### src/rtl/pmp_perm_pkg.sv
package pmp_perm_pkg;

    localparam int CFG_W  = 8;
    localparam int ACC_W  = 2;
    localparam int N_FLT  = 3;

    typedef enum logic [ACC_W-1:0] {
        ACC_RD  = 2'b00,
        ACC_WR  = 2'b01,
        ACC_EX  = 2'b10,
        ACC_EX2 = 2'b11
    } acc_code_e;

    // one-hot view of the access kind; bit order matches fault lanes
    typedef struct packed {
        logic ex;
        logic wr;
        logic rd;
    } acc_sel_t;

    typedef struct packed {
        logic       lock;
        logic [1:0] rsv;
        logic [1:0] amode;
        logic       x;
        logic       w;
        logic       r;
    } cfg_t;

    typedef enum logic [1:0] {
        PATH_MISS     = 2'd0,
        PATH_LEGACY   = 2'd1,
        PATH_LOCKDOWN = 2'd2
    } path_e;

    typedef enum logic [1:0] {
        ENC_SHR_EXEC   = 2'd0,
        ENC_SHR_DATA   = 2'd1,
        ENC_SHR_RO     = 2'd2,
        ENC_PRIV_SPLIT = 2'd3
    } ld_enc_e;

endpackage

### src/rtl/pmp_acc_decode.sv
module pmp_acc_decode
    import pmp_perm_pkg::*;
(
    input  logic [ACC_W-1:0] code,
    output acc_sel_t         sel
);

    always_comb begin
        sel = '0;
        unique case (acc_code_e'(code))
            ACC_RD:          sel.rd = 1'b1;
            ACC_WR:          sel.wr = 1'b1;
            ACC_EX, ACC_EX2: sel.ex = 1'b1;
            default:         sel = '0;
        endcase
    end

endmodule

### src/rtl/pmp_legacy_rule.sv
module pmp_legacy_rule
    import pmp_perm_pkg::*;
(
    input  logic     lock,
    input  logic     perm_r,
    input  logic     perm_w,
    input  logic     perm_x,
    input  acc_sel_t sel,
    input  logic     priv_mach,
    output logic     ok
);

    logic bits_ok;

    always_comb begin
        bits_ok = (sel.rd & perm_r) | (sel.wr & perm_w) | (sel.ex & perm_x);
        if (priv_mach && !lock) begin
            ok = 1'b1;
        end else begin
            ok = bits_ok;
        end
    end

endmodule

### src/rtl/pmp_lockdown_rule.sv
module pmp_lockdown_rule
    import pmp_perm_pkg::*;
(
    input  logic     lock,
    input  logic     perm_r,
    input  logic     perm_w,
    input  logic     perm_x,
    input  acc_sel_t sel,
    input  logic     priv_mach,
    output logic     ok
);

    ld_enc_e enc;
    logic    bits_ok;

    always_comb begin
        if (lock && !perm_r && perm_w) begin
            enc = ENC_SHR_EXEC;
        end else if (!lock && !perm_r && perm_w) begin
            enc = ENC_SHR_DATA;
        end else if (lock && perm_r && perm_w && perm_x) begin
            enc = ENC_SHR_RO;
        end else begin
            enc = ENC_PRIV_SPLIT;
        end
    end

    always_comb begin
        bits_ok = (sel.rd & perm_r) | (sel.wr & perm_w) | (sel.ex & perm_x);
        unique case (enc)
            ENC_SHR_EXEC:   ok = sel.ex | (sel.rd & priv_mach & perm_x);
            ENC_SHR_DATA:   ok = sel.rd | (sel.wr & (priv_mach | perm_x));
            ENC_SHR_RO:     ok = sel.rd;
            ENC_PRIV_SPLIT: ok = (priv_mach == lock) ? bits_ok : 1'b0;
            default:        ok = 1'b0;
        endcase
    end

endmodule

### src/rtl/pmp_miss_rule.sv
module pmp_miss_rule
    import pmp_perm_pkg::*;
(
    input  acc_sel_t sel,
    input  logic     priv_mach,
    input  logic     pol_lockdown,
    input  logic     pol_deny_miss,
    output logic     ok
);

    always_comb begin
        if (!priv_mach) begin
            ok = 1'b0;
        end else if (pol_deny_miss) begin
            ok = 1'b0;
        end else if (pol_lockdown) begin
            ok = ~sel.ex;
        end else begin
            ok = 1'b1;
        end
    end

endmodule

### src/rtl/pmp_perm_check.sv
module pmp_perm_check
    import pmp_perm_pkg::*;
(
    input  logic             match_hit,
    input  logic [CFG_W-1:0] entry_cfg,
    input  logic [ACC_W-1:0] acc_kind,
    input  logic             priv_mach,
    input  logic             pol_lockdown,
    input  logic             pol_deny_miss,
    output logic             grant,
    output logic             fault_fetch,
    output logic             fault_load,
    output logic             fault_store
);

    cfg_t             cfg;
    acc_sel_t         sel;
    path_e            path;
    logic             ok_legacy;
    logic             ok_lockdown;
    logic             ok_miss;
    logic [N_FLT-1:0] sel_vec;
    logic [N_FLT-1:0] fault_vec;
    logic             cfg_unused;

    assign cfg        = cfg_t'(entry_cfg);
    assign cfg_unused = ^{cfg.amode, cfg.rsv};

    pmp_acc_decode u_dec (
        .code (acc_kind),
        .sel  (sel)
    );

    pmp_legacy_rule u_legacy (
        .lock      (cfg.lock),
        .perm_r    (cfg.r),
        .perm_w    (cfg.w),
        .perm_x    (cfg.x),
        .sel       (sel),
        .priv_mach (priv_mach),
        .ok        (ok_legacy)
    );

    pmp_lockdown_rule u_lockdown (
        .lock      (cfg.lock),
        .perm_r    (cfg.r),
        .perm_w    (cfg.w),
        .perm_x    (cfg.x),
        .sel       (sel),
        .priv_mach (priv_mach),
        .ok        (ok_lockdown)
    );

    pmp_miss_rule u_miss (
        .sel           (sel),
        .priv_mach     (priv_mach),
        .pol_lockdown  (pol_lockdown),
        .pol_deny_miss (pol_deny_miss),
        .ok            (ok_miss)
    );

    always_comb begin
        if (!match_hit) begin
            path = PATH_MISS;
        end else if (pol_lockdown) begin
            path = PATH_LOCKDOWN;
        end else begin
            path = PATH_LEGACY;
        end
    end

    always_comb begin
        unique case (path)
            PATH_MISS:     grant = ok_miss;
            PATH_LEGACY:   grant = ok_legacy;
            PATH_LOCKDOWN: grant = ok_lockdown;
            default:       grant = 1'b0;
        endcase
    end

    assign sel_vec = sel;

    for (genvar i = 0; i < N_FLT; i++) begin : g_fault
        assign fault_vec[i] = ~grant & sel_vec[i];
    end

    assign fault_load  = fault_vec[0];
    assign fault_store = fault_vec[1];
    assign fault_fetch = fault_vec[2];

endmodule

### config.mk
export PLATFORM = sky130hd
export DESIGN_NAME = pmp_perm_check
export DESIGN_NICKNAME = d
export VERILOG_FILES = /design/src/rtl/pmp_perm_pkg.sv /design/src/rtl/pmp_acc_decode.sv /design/src/rtl/pmp_legacy_rule.sv /design/src/rtl/pmp_lockdown_rule.sv /design/src/rtl/pmp_miss_rule.sv /design/src/rtl/pmp_perm_check.sv
export SDC_FILE = /design/constraint.sdc
export NUM_CORES = 1
export LEC_CHECK = 0
export BUFFER_PORTS_ARGS = -buffer_cell sky130_fd_sc_hd__buf_2
export CORE_AREA = 2 2 39 41
export DETAILED_ROUTE_END_ITERATION = 10
export DIE_AREA = 0 0 41 43
export PLACE_DENSITY = 0.43
export SLEW_MARGIN = 20
export SYNTH_ARGS = -nofsm -noshare
export SYNTH_HDL_FRONTEND = slang
export SYNTH_SLANG_ARGS = --single-unit
### constraint.sdc
create_clock -name vclk -period 1.26
set_input_delay 0.063 -clock vclk [all_inputs]
set_output_delay 0.063 -clock vclk [all_outputs]
set_load 0.1 [all_outputs]
==> impl_metrics.env <==
export IMPL_nClkBuffers=0
export IMPL_vias=310
export IMPL_postCtsSetupRepairBufs=0
export IMPL_worstMarginPinSlew_ps=270
export IMPL_grt_pass1_wl_microns=1300
export IMPL_drive_gt1_share_pct=80.4
export IMPL_syn_nets=44
export IMPL_ys_types=21
export IMPL_core_area_sq_um=1380
export IMPL_first_pass_iters=3
export IMPL_cp_start_kind="input pin"
export IMPL_max_freq_mhz=734
export IMPL_cpPeakStageDelay_ps=370
export IMPL_std_cell_rows=14
export IMPL_holdBufCountCts=0
export IMPL_dr_first_iter_drc_count=1
export IMPL_worst_slack_ps=-103
export IMPL_cp_max_fo=4
export IMPL_seqCellArea_sq_um=0
export IMPL_status="complete, but fails checks"
export IMPL_area_delta_synth_final_pct=183
export IMPL_rsz0062_at_grt="yes"
export IMPL_criticalPathCategory="in2out"
export IMPL_yosys_top_cells_area="a221oi_1, inv_1, nand2_1"
export IMPL_synth_top_area_cell="a221oi_1"
export IMPL_cp_required_ps=1200
export IMPL_slew_violations=0
export IMPL_fillers=131
export IMPL_syn_cell_area_sq_um=205
export IMPL_die_area_sq_um=1760
export IMPL_p_per_area_nw_per_um2=515
export IMPL_timing_slew_headroom_pct=81.9
export IMPL_die_h_microns=43
export IMPL_violations="negative setup slack"
export IMPL_dp_cells=67
export IMPL_start_util_pct=14.8
export IMPL_final_area_sq_um=581
export IMPL_ys_seq_area_share_pct=0
export IMPL_place_port_buffers=14
export IMPL_fp_dieW_microns=41
export IMPL_drcViolationCount=0
export IMPL_antenna_found_initial=0
export IMPL_synth_commonest_cells="inv_1, nand2_1, a221oi_1"
export IMPL_min_path_cells=5
export IMPL_drt_wl_total_microns=713
export IMPL_cpMaxStageDelayCell="or3b_1"
export IMPL_min_period_ps=1360
export IMPL_seq_cells=0
export IMPL_pin_count=18
export IMPL_fin_nets=68
export IMPL_ys_warn_count=0
export IMPL_timing_final_crit_share_pct=108
export IMPL_dpl_instance_area_sq_um=498
export IMPL_hpwl_microns=642
export IMPL_crit_chain="buf_6 > or3b_1 > nand4_1 > nand3_4 > a221oi_4 > buf_12"
export IMPL_syn_avg_cell_area_sq_um=7.08
export IMPL_vdd_drop_max_mv=0.167
export IMPL_postSynthCellCount=29
export IMPL_place_congestion=0.767
export IMPL_grt_use_total_pct=9.89
export IMPL_routed_via_density=4.63
export IMPL_grt_pass1_vias=308
export IMPL_maxCapViolCount=0
export IMPL_power_leakage_uw=0.000237
export IMPL_grt_ovfl_total=0
export IMPL_hold_class="in2out"
export IMPL_postRouteAntennaNets=0
export IMPL_stdcell_count=67
export IMPL_yosysTopAreaCellShare_pct=12.8
export IMPL_grt_max_degree=6
export IMPL_finalHoldViolations=0
export IMPL_arrival_ps=1300
export IMPL_diodes=0
export IMPL_tns_ps=-364
export IMPL_setup_violations=4
export IMPL_wl_per_cell_microns=10.6
export IMPL_cp_end_kind="output pin"
## cells by family after synthesis
group / count (synthesis) / share of synthesized area (%)
compound gates: 12 / 49.4
fa+ha+maj: 1 / 6.10
buf+inv: 4 / 7.31
mux: 1 / 4.88
simple gates: 11 / 32.3
## layout make-up
class | count | area [sq um] | area share (%)
repair buffers | 22 | 219 | 37.7
multi-input cells | 25 | 327 | 56.2
inverters | 4 | 15.0 | 2.59
well taps | 16 | 20.0 | 3.45
## layer usage
layer	vias up	wire length (microns)	track usage [%]
li1	161	-	-
met1	142	279	12.7
met2	7	398	18.1
met3	0	35	0.524
met4	0	0	0
met5	-	0	0
## power breakdown
| part | leakage (uW) | internal [uW] | switching [uW] |
|---|---|---|---|
| combinational | 0.000237 | 132 | 167 |
| clock | 0 | 0 | 0 |
| sequential | 0 | 0 | 0 |
## critical path, delay by kind of cell
kind | cells | cell delay (ps)
simple gates | 3 | 630
buf+inv | 2 | 310
compound gates | 1 | 290
## worst paths after layout
kind	slack (ps)	endpoint	start
max	-100	fault_load	entry_cfg[2]
min	620	fault_load	acc_kind[0]
## per-stage QoR
step	total power, uW	hold slack [ps]	util, %	worst slack, ps
after floorplan	165	333	-	-379
after global placement	268	654	36.0	-180
after detailed placement	268	659	36.0	-165
after CTS	296	640	41.0	-108
after global routing	317	656	42.0	-149
final	299	624	42.0	-103
## layout by cell type (no fill, tap or decap)
master	Yosys	routed
a211oi_2	0	1
a21bo_2	1	1
a221oi_4	0	3
a22o_2	1	1
a31o_4	0	1
and3b_2	1	1
buf_12	0	4
buf_2	0	6
buf_4	0	8
buf_6	0	3
buf_8	0	1
ha_4	0	1
inv_1	4	3
inv_2	0	1
mux2i_4	0	1
nand2_1	4	4
nand3_4	0	1
nand4_1	1	1
nor2_4	0	1
o2111ai_2	0	1
o211a_4	0	1
o211ai_1	1	1
o21a_4	0	1
o21ai_2	0	1
or2_2	1	1
or3_4	0	1
or3b_1	1	1
## timing repair
| item | CTS | global route |
|---|---|---|
| resized for setup | 15 | 3 |
| pin swaps | 9 | 5 |
| endpoints found under the setup margin | 4 | 4 |
(Power assumes the default switching activity.)
